[config.mk]
export PLATFORM = sky130hd
export DESIGN_NAME = hbg_leg_guard
export DESIGN_NICKNAME = d
export VERILOG_FILES = /design/src/rtl/hbg_pkg.sv /design/src/rtl/hbg_sync.sv /design/src/rtl/hbg_req_decode.sv /design/src/rtl/hbg_dt_timer.sv /design/src/rtl/hbg_leg_fsm.sv /design/src/rtl/hbg_leg_guard.sv
export SDC_FILE = /design/constraint.sdc
export NUM_CORES = 1
export LEC_CHECK = 0
export CAP_MARGIN = 25
export CORE_MARGIN = 2
export CORE_UTILIZATION = 45
export CTS_BUF_LIST = sky130_fd_sc_hd__clkbuf_4
export DETAILED_ROUTE_END_ITERATION = 8
export DONT_BUFFER_PORTS = 1
export GPL_TIMING_DRIVEN = 0
export PLACE_DENSITY = 0.72
export SYNTH_ARGS = -nofsm -noshare
export SYNTH_HDL_FRONTEND = slang
export SYNTH_SLANG_ARGS = --single-unit
[constraint.sdc]
create_clock -name clk -period 2.1 [get_ports clk]
set_clock_uncertainty 0.15 [all_clocks]
set_input_delay 0.315 -clock clk [delete_from_list [all_inputs] [get_ports clk]]
set_output_delay 0.315 -clock clk [all_outputs]
set_load 0.02 [all_outputs]
[src/rtl/hbg_pkg.sv]
package hbg_pkg;

    typedef enum logic [2:0] {
        ST_OFF     = 3'd0,
        ST_WAIT_HI = 3'd1,
        ST_HI_ON   = 3'd2,
        ST_WAIT_LO = 3'd3,
        ST_LO_ON   = 3'd4
    } leg_state_t;

    typedef struct packed {
        logic hi;
        logic lo;
    } leg_req_t;

endpackage

[src/rtl/hbg_sync.sv]
module hbg_sync #(
    parameter int WIDTH  = 2,
    parameter int STAGES = 2
) (
    input  logic             clk,
    input  logic             rst_n,
    input  logic [WIDTH-1:0] din,
    output logic [WIDTH-1:0] dout
);
    // Each bit gets its own chain of equal depth, so every path has the same latency.
    for (genvar g = 0; g < WIDTH; g++) begin : g_bit
        logic [STAGES-1:0] chain_q;

        always_ff @(posedge clk or negedge rst_n) begin
            if (!rst_n) begin
                chain_q <= '0;
            end else begin
                chain_q <= {chain_q[STAGES-2:0], din[g]};
            end
        end

        assign dout[g] = chain_q[STAGES-1];
    end

endmodule

[src/rtl/hbg_req_decode.sv]
module hbg_req_decode
    import hbg_pkg::*;
(
    input  logic     hi_s,
    input  logic     lo_s,
    output leg_req_t want
);
    // A conflicting pair resolves to "neither": no side wins priority.
    always_comb begin
        want.hi = hi_s & ~lo_s;
        want.lo = lo_s & ~hi_s;
    end

endmodule

[src/rtl/hbg_dt_timer.sv]
module hbg_dt_timer #(
    parameter int DT_CYCLES = 33
) (
    input  logic clk,
    input  logic rst_n,
    input  logic clr,
    input  logic en,
    output logic done
);
    localparam int CW = (DT_CYCLES > 1) ? $clog2(DT_CYCLES) : 1;
    localparam logic [CW-1:0] LAST = CW'(DT_CYCLES - 1);

    logic [CW-1:0] cnt_q;

    always_ff @(posedge clk or negedge rst_n) begin
        if (!rst_n) begin
            cnt_q <= '0;
        end else if (clr) begin
            cnt_q <= '0;
        end else if (en && (cnt_q != LAST)) begin
            cnt_q <= cnt_q + CW'(1);
        end
    end

    assign done = (cnt_q == LAST);

endmodule

[src/rtl/hbg_leg_fsm.sv]
module hbg_leg_fsm
    import hbg_pkg::*;
(
    input  logic     clk,
    input  logic     rst_n,
    input  leg_req_t want,
    input  logic     hold,
    input  logic     force_off,
    input  logic     tmr_done,
    output logic     tmr_clr,
    output logic     tmr_en,
    output logic     hi_gate,
    output logic     lo_gate
);
    leg_state_t state_q;
    leg_state_t state_nxt;

    // State register
    always_ff @(posedge clk or negedge rst_n) begin
        if (!rst_n) begin
            state_q <= ST_OFF;
        end else begin
            state_q <= state_nxt;
        end
    end

    // Next state and timer control
    always_comb begin
        state_nxt = state_q;
        tmr_clr   = 1'b0;
        tmr_en    = 1'b0;
        if (force_off) begin
            state_nxt = ST_OFF;                     // kill
        end else if (!hold) begin
            unique case (state_q)
                ST_OFF: begin
                    if (want.hi) begin
                        state_nxt = ST_WAIT_HI;     // start-high
                        tmr_clr   = 1'b1;
                    end else if (want.lo) begin
                        state_nxt = ST_WAIT_LO;     // start-low
                        tmr_clr   = 1'b1;
                    end
                end
                ST_WAIT_HI: begin
                    if (want.lo) begin
                        state_nxt = ST_WAIT_LO;     // redirect
                        tmr_clr   = 1'b1;
                    end else if (!want.hi) begin
                        state_nxt = ST_OFF;         // abandon
                    end else if (tmr_done) begin
                        state_nxt = ST_HI_ON;       // expire-high
                    end else begin
                        tmr_en = 1'b1;
                    end
                end
                ST_HI_ON: begin
                    if (want.lo) begin
                        state_nxt = ST_WAIT_LO;     // handover
                        tmr_clr   = 1'b1;
                    end else if (!want.hi) begin
                        state_nxt = ST_OFF;         // release
                    end
                end
                ST_WAIT_LO: begin
                    if (want.hi) begin
                        state_nxt = ST_WAIT_HI;     // redirect
                        tmr_clr   = 1'b1;
                    end else if (!want.lo) begin
                        state_nxt = ST_OFF;         // abandon
                    end else if (tmr_done) begin
                        state_nxt = ST_LO_ON;       // expire-low
                    end else begin
                        tmr_en = 1'b1;
                    end
                end
                ST_LO_ON: begin
                    if (want.hi) begin
                        state_nxt = ST_WAIT_HI;     // handover
                        tmr_clr   = 1'b1;
                    end else if (!want.lo) begin
                        state_nxt = ST_OFF;         // release
                    end
                end
                default: state_nxt = ST_OFF;
            endcase
        end
    end

    // Registered outputs, decoded from the next state so they line up with state_q
    always_ff @(posedge clk or negedge rst_n) begin
        if (!rst_n) begin
            hi_gate <= 1'b0;
            lo_gate <= 1'b0;
        end else begin
            hi_gate <= (state_nxt == ST_HI_ON);
            lo_gate <= (state_nxt == ST_LO_ON);
        end
    end

    // a dropped request with no supervisor action leaves the on state
    a_r4_drop_turns_off_hi: assert property (@(posedge clk) disable iff (!rst_n)
        (state_q == ST_HI_ON && !force_off && !hold && !want.hi) |=> (state_q != ST_HI_ON));
    a_r4_drop_turns_off_lo: assert property (@(posedge clk) disable iff (!rst_n)
        (state_q == ST_LO_ON && !force_off && !hold && !want.lo) |=> (state_q != ST_LO_ON));

endmodule

[src/rtl/hbg_leg_guard.sv]
module hbg_leg_guard
    import hbg_pkg::*;
#(
    parameter int DT_CYCLES   = 33,
    parameter int SYNC_STAGES = 2
) (
    input  logic clk,
    input  logic rst_n,
    input  logic hi_cmd,
    input  logic lo_cmd,
    input  logic force_off,
    input  logic hold,
    output logic hi_gate,
    output logic lo_gate
);
    logic [1:0] cmd_s;
    leg_req_t   want;
    logic       tmr_clr;
    logic       tmr_en;
    logic       tmr_done;

    hbg_sync #(.WIDTH(2), .STAGES(SYNC_STAGES)) u_sync (
        .clk  (clk),
        .rst_n(rst_n),
        .din  ({hi_cmd, lo_cmd}),
        .dout (cmd_s)
    );

    hbg_req_decode u_dec (
        .hi_s(cmd_s[1]),
        .lo_s(cmd_s[0]),
        .want(want)
    );

    hbg_dt_timer #(.DT_CYCLES(DT_CYCLES)) u_tmr (
        .clk  (clk),
        .rst_n(rst_n),
        .clr  (tmr_clr),
        .en   (tmr_en),
        .done (tmr_done)
    );

    hbg_leg_fsm u_fsm (
        .clk      (clk),
        .rst_n    (rst_n),
        .want     (want),
        .hold     (hold),
        .force_off(force_off),
        .tmr_done (tmr_done),
        .tmr_clr  (tmr_clr),
        .tmr_en   (tmr_en),
        .hi_gate  (hi_gate),
        .lo_gate  (lo_gate)
    );

    // Window counter for the dead-gap check: cycles with both enables low, saturating.
    localparam int IW = $clog2(DT_CYCLES + 1);
    localparam logic [IW-1:0] GAP_MAX = IW'(DT_CYCLES);
    logic [IW-1:0] idle_run_q;

    always_ff @(posedge clk or negedge rst_n) begin
        if (!rst_n) begin
            idle_run_q <= '0;
        end else if (hi_gate || lo_gate) begin
            idle_run_q <= '0;
        end else if (idle_run_q != GAP_MAX) begin
            idle_run_q <= idle_run_q + IW'(1);
        end
    end

    a_r1_no_overlap: assert property (@(posedge clk) disable iff (!rst_n)
        !(hi_gate && lo_gate));

    a_r2_hi_dead_gap: assert property (@(posedge clk) disable iff (!rst_n)
        $rose(hi_gate) |-> (idle_run_q >= GAP_MAX));

    a_r2_lo_dead_gap: assert property (@(posedge clk) disable iff (!rst_n)
        $rose(lo_gate) |-> (idle_run_q >= GAP_MAX));

    a_r5_hold_freezes: assert property (@(posedge clk) disable iff (!rst_n)
        (hold && !force_off) |=> ($stable(hi_gate) && $stable(lo_gate)));

    a_r6_force_clears: assert property (@(posedge clk) disable iff (!rst_n)
        force_off |=> (!hi_gate && !lo_gate));

endmodule

==> reports/summary.txt <==
outcome - finished with violations
failing checks - negative setup slack
largest area contributor in the netlist - dfrtp_1
Setup crit end kind - flip-flop
Port Buffers - 0
FF+latch area - 375.4 um^2
grt total ovfl - 0
CTS Buf Count - 3
Distinct cells, synth - 37
clock-pin transition on the worst setup and hold timing paths - 90 ps
gpl congestion - 0.8330
crit path launch type - flip-flop
Sum Neg Setup Slack - -83.84 ps
Min Clock Period, post-route - 2163 ps
initial drt markers - 28
WP data required - 2160 ps
Multi-input gate area - 545.5 um^2
Cells after Synth - 94
Worst-Margin Slew - 657.6 ps
vias in the first global route - 801
DRC Markers - 0
ant diodes - 0
Setup WS pre-CTS - -106.7 ps
clock latency reported for the late side of the worst-skew pair - 290 ps
post-placement cell area - 963.4 um^2
drt pass-1 iters - 4
RSZ-0062 raised after global routing - yes
worst setup margin - -62.92 ps
non-filler instance count after layout - 135
Min-Delay Path Class - input port to flip-flop
leading cell types by total area after synthesis - dfrtp_1 (41%), ha_1 (5.5%), nand2b_1 (4.1%)
chip width - 49.09 um
die area - 2409 um^2
Final ANT Viol Nets - 0
PD cells - 536.4 nW/um^2
wire per inst - 14.67 um
Num Clock Sinks - 15
row cnt - 16
WS Path Type - flip-flop to flip-flop
mean post-synth cell area - 9.730 um^2
Setup-failing EPs final - 3
area grow syn2layout - 20.66%
CP max-delay cell - dfrtp_1
Lkg Pwr - 0.4506 nW
Seq/Total Area, Yosys - 0.4104
CP arrival - 2220 ps
final instance area - 1104 um^2
CTS tree - yes
fin crit share - 1.030
Max clock buf depth - 2
worst path cell trace - inv_2 -> ha_4 -> or3b_4 -> a211o_1 -> or4_1 -> a22oi_1
share of layout cells above drive strength 1 - 0.1852
# H-tree levels - 1
Initial Util - 0.4710
#FFs+latches synth - 15
Yosys top cell area share - 0.4104
delay of the slowest cell on the worst path - 430 ps
WP buf/inv - 1
CP top delay family - simple AND/OR/NAND/NOR gates
Max Clk Rate - 0.4623 GHz
Worst slew margin - 0.5601
drt total wl - 1980 um
CTS Root Cell - clkbuf_4
vias per inst - 5.874
IO Count - 8
total number of vias - 793
first-pass GRT wire length - 3553 um
Layout fillers - 164
Final nets - 119
final hold viol count - 0
Max Slew Vio Count - 0
DP Cell Count - 121
maximum vdd drop - 0.0004420 V
fin util - 0.5683
dpl hpwl - 1398 um
Die H - 49.09 um
Syn Std Cell Area - 914.6 um^2
max_cap viols - 0
Core Area - 1942 um^2
Crit Path Max Fanout - 4
Yosys warnings - 0
GRT Total Usage - 0.1928
Syn Nets - 104
pin count of the biggest net entering global routing - 16
initial antenna violation count - 0
## placed cells by master (no fill, tap or decap), drive strengths merged, types with 2 or more instances in the layout
cell type	count
a2111oi	3
a211o	2
a21oi	5
a22oi	4
buf	6
clkbuf	7
dfrtp	15
dlygate4sd3	4
ha	4
inv	6
nand2	4
nand2b	6
nand3	3
nand4bb	2
nor2	4
nor3b	2
o21ai	4
or2	2
or3	2
or3b	2
xnor2	4
## what timing repair did
action / 4_1_cts / 5_1_grt
endpoints found under the hold margin: 18 / 0
setup buffers: 6 / 0
endpoints found under the setup margin: 5 / 6
resized for setup: 6 / 0
pin swaps: 6 / 0
hold buffers: 4 / 0
## worst reg2reg max path: cells and delay by family, from the launching register on
kind,cells,cell delay [ps]
AND/OR/NAND/NOR,2,800
flip-flops,1,430
adder cells (fa/ha/maj),1,140
buffers and inverters,1,80
AO/OA/AOI/OAI,2,500
## power breakdown
part	switching [mW]	internal [mW]
sequential	0.0107	0.299
clock	0.0898	0.0867
combinational	0.0567	0.0491
## sequential cells by signal (all words and copies together) (netlist names)
register,flops
u_tmr.cnt_q,6
u_fsm.hi_gate,1
u_fsm.lo_gate,1
u_sync.g_bit.chain_q,4
u_fsm.state_q,3
## final timing paths
kind	slack [ps]	depth (start not counted)	from	to
setup / recovery	-60	6	u_sync.g_bit[0].chain_q[1]$_DFF_PN0_	u_tmr.cnt_q[2]$_DFFE_PN0P_
hold / removal	80	2	force_off	u_fsm.state_q[1]$_DFF_PN0_
min in group asynchronous	340	1	rst_n	u_sync.g_bit[0].chain_q[1]$_DFF_PN0_
setup reg to reg	-60	6	u_sync.g_bit[0].chain_q[1]$_DFF_PN0_	u_tmr.cnt_q[2]$_DFFE_PN0P_
max in group asynchronous	1030	1	rst_n	u_sync.g_bit[1].chain_q[1]$_DFF_PN0_
hold reg to reg	200	0	u_sync.g_bit[1].chain_q[0]$_DFF_PN0_	u_sync.g_bit[1].chain_q[1]$_DFF_PN0_
## per-stage QoR
| stage | hold WS [ps] | power, mW |
|---|---|---|
| 3_5_place_dp | -130.4 | 0.3990 |
| 3_3_place_gp | -130.4 | 0.3948 |
| 4_1_cts | 66.64 | 0.5994 |
| 6_report | 81.28 | 0.5919 |
| 2_1_floorplan | -130.6 | 0.3798 |
| 5_1_grt | 80.65 | 0.6260 |
## routing by layer
metal	GRT usage	vias up	wire length, um
met5	0	-	0
met4	0.1048	0	44
met3	0.02147	6	79
met2	0.3041	23	957
met1	0.2584	385	898
li1	-	379	-
## Yosys cell counts (all sizes together)
cell type	number
ha	4
nand4b	1
nor2	4
inv	6
a211o	2
o211ai	1
nand4bb	2
or3b	2
nand2b	6
a21o	1
nand3b	1
nand3	3
clkbuf	3
and3b	1
or4	1
a21oi	5
a211oi	1
or2	2
nor3	1
a2bb2oi	1
and4b	1
o21a	1
o211a	1
dfrtp	15
nor4b	1
nand2	4
nor3b	2
a311oi	1
or2b	1
xnor2	4
or3	2
o2111ai	1
a2111oi	3
o21ai	4
o22ai	1
a22oi	4
## cell families after synthesis
kind of cell               after synthesis  synth area share
AOI/OAI and AO/OA                       27            0.2093
xor gates and xnor gates                 4           0.03830
adders and majority gates                4           0.05472
buffers and inverters                    9           0.03693
DFF                                     15            0.4104
and+or+nand+nor                         35            0.2503
## final cells by class
cell class              count  area share
plain buffers               3     0.01020
clock buffers               4     0.02721
inverters                   6     0.02041
multi-input cells          70      0.4943
flip-flops and latches     15      0.3401
well taps                  27     0.03061
repair buffers             10     0.07710
Power figures use the tool's default switching activity.
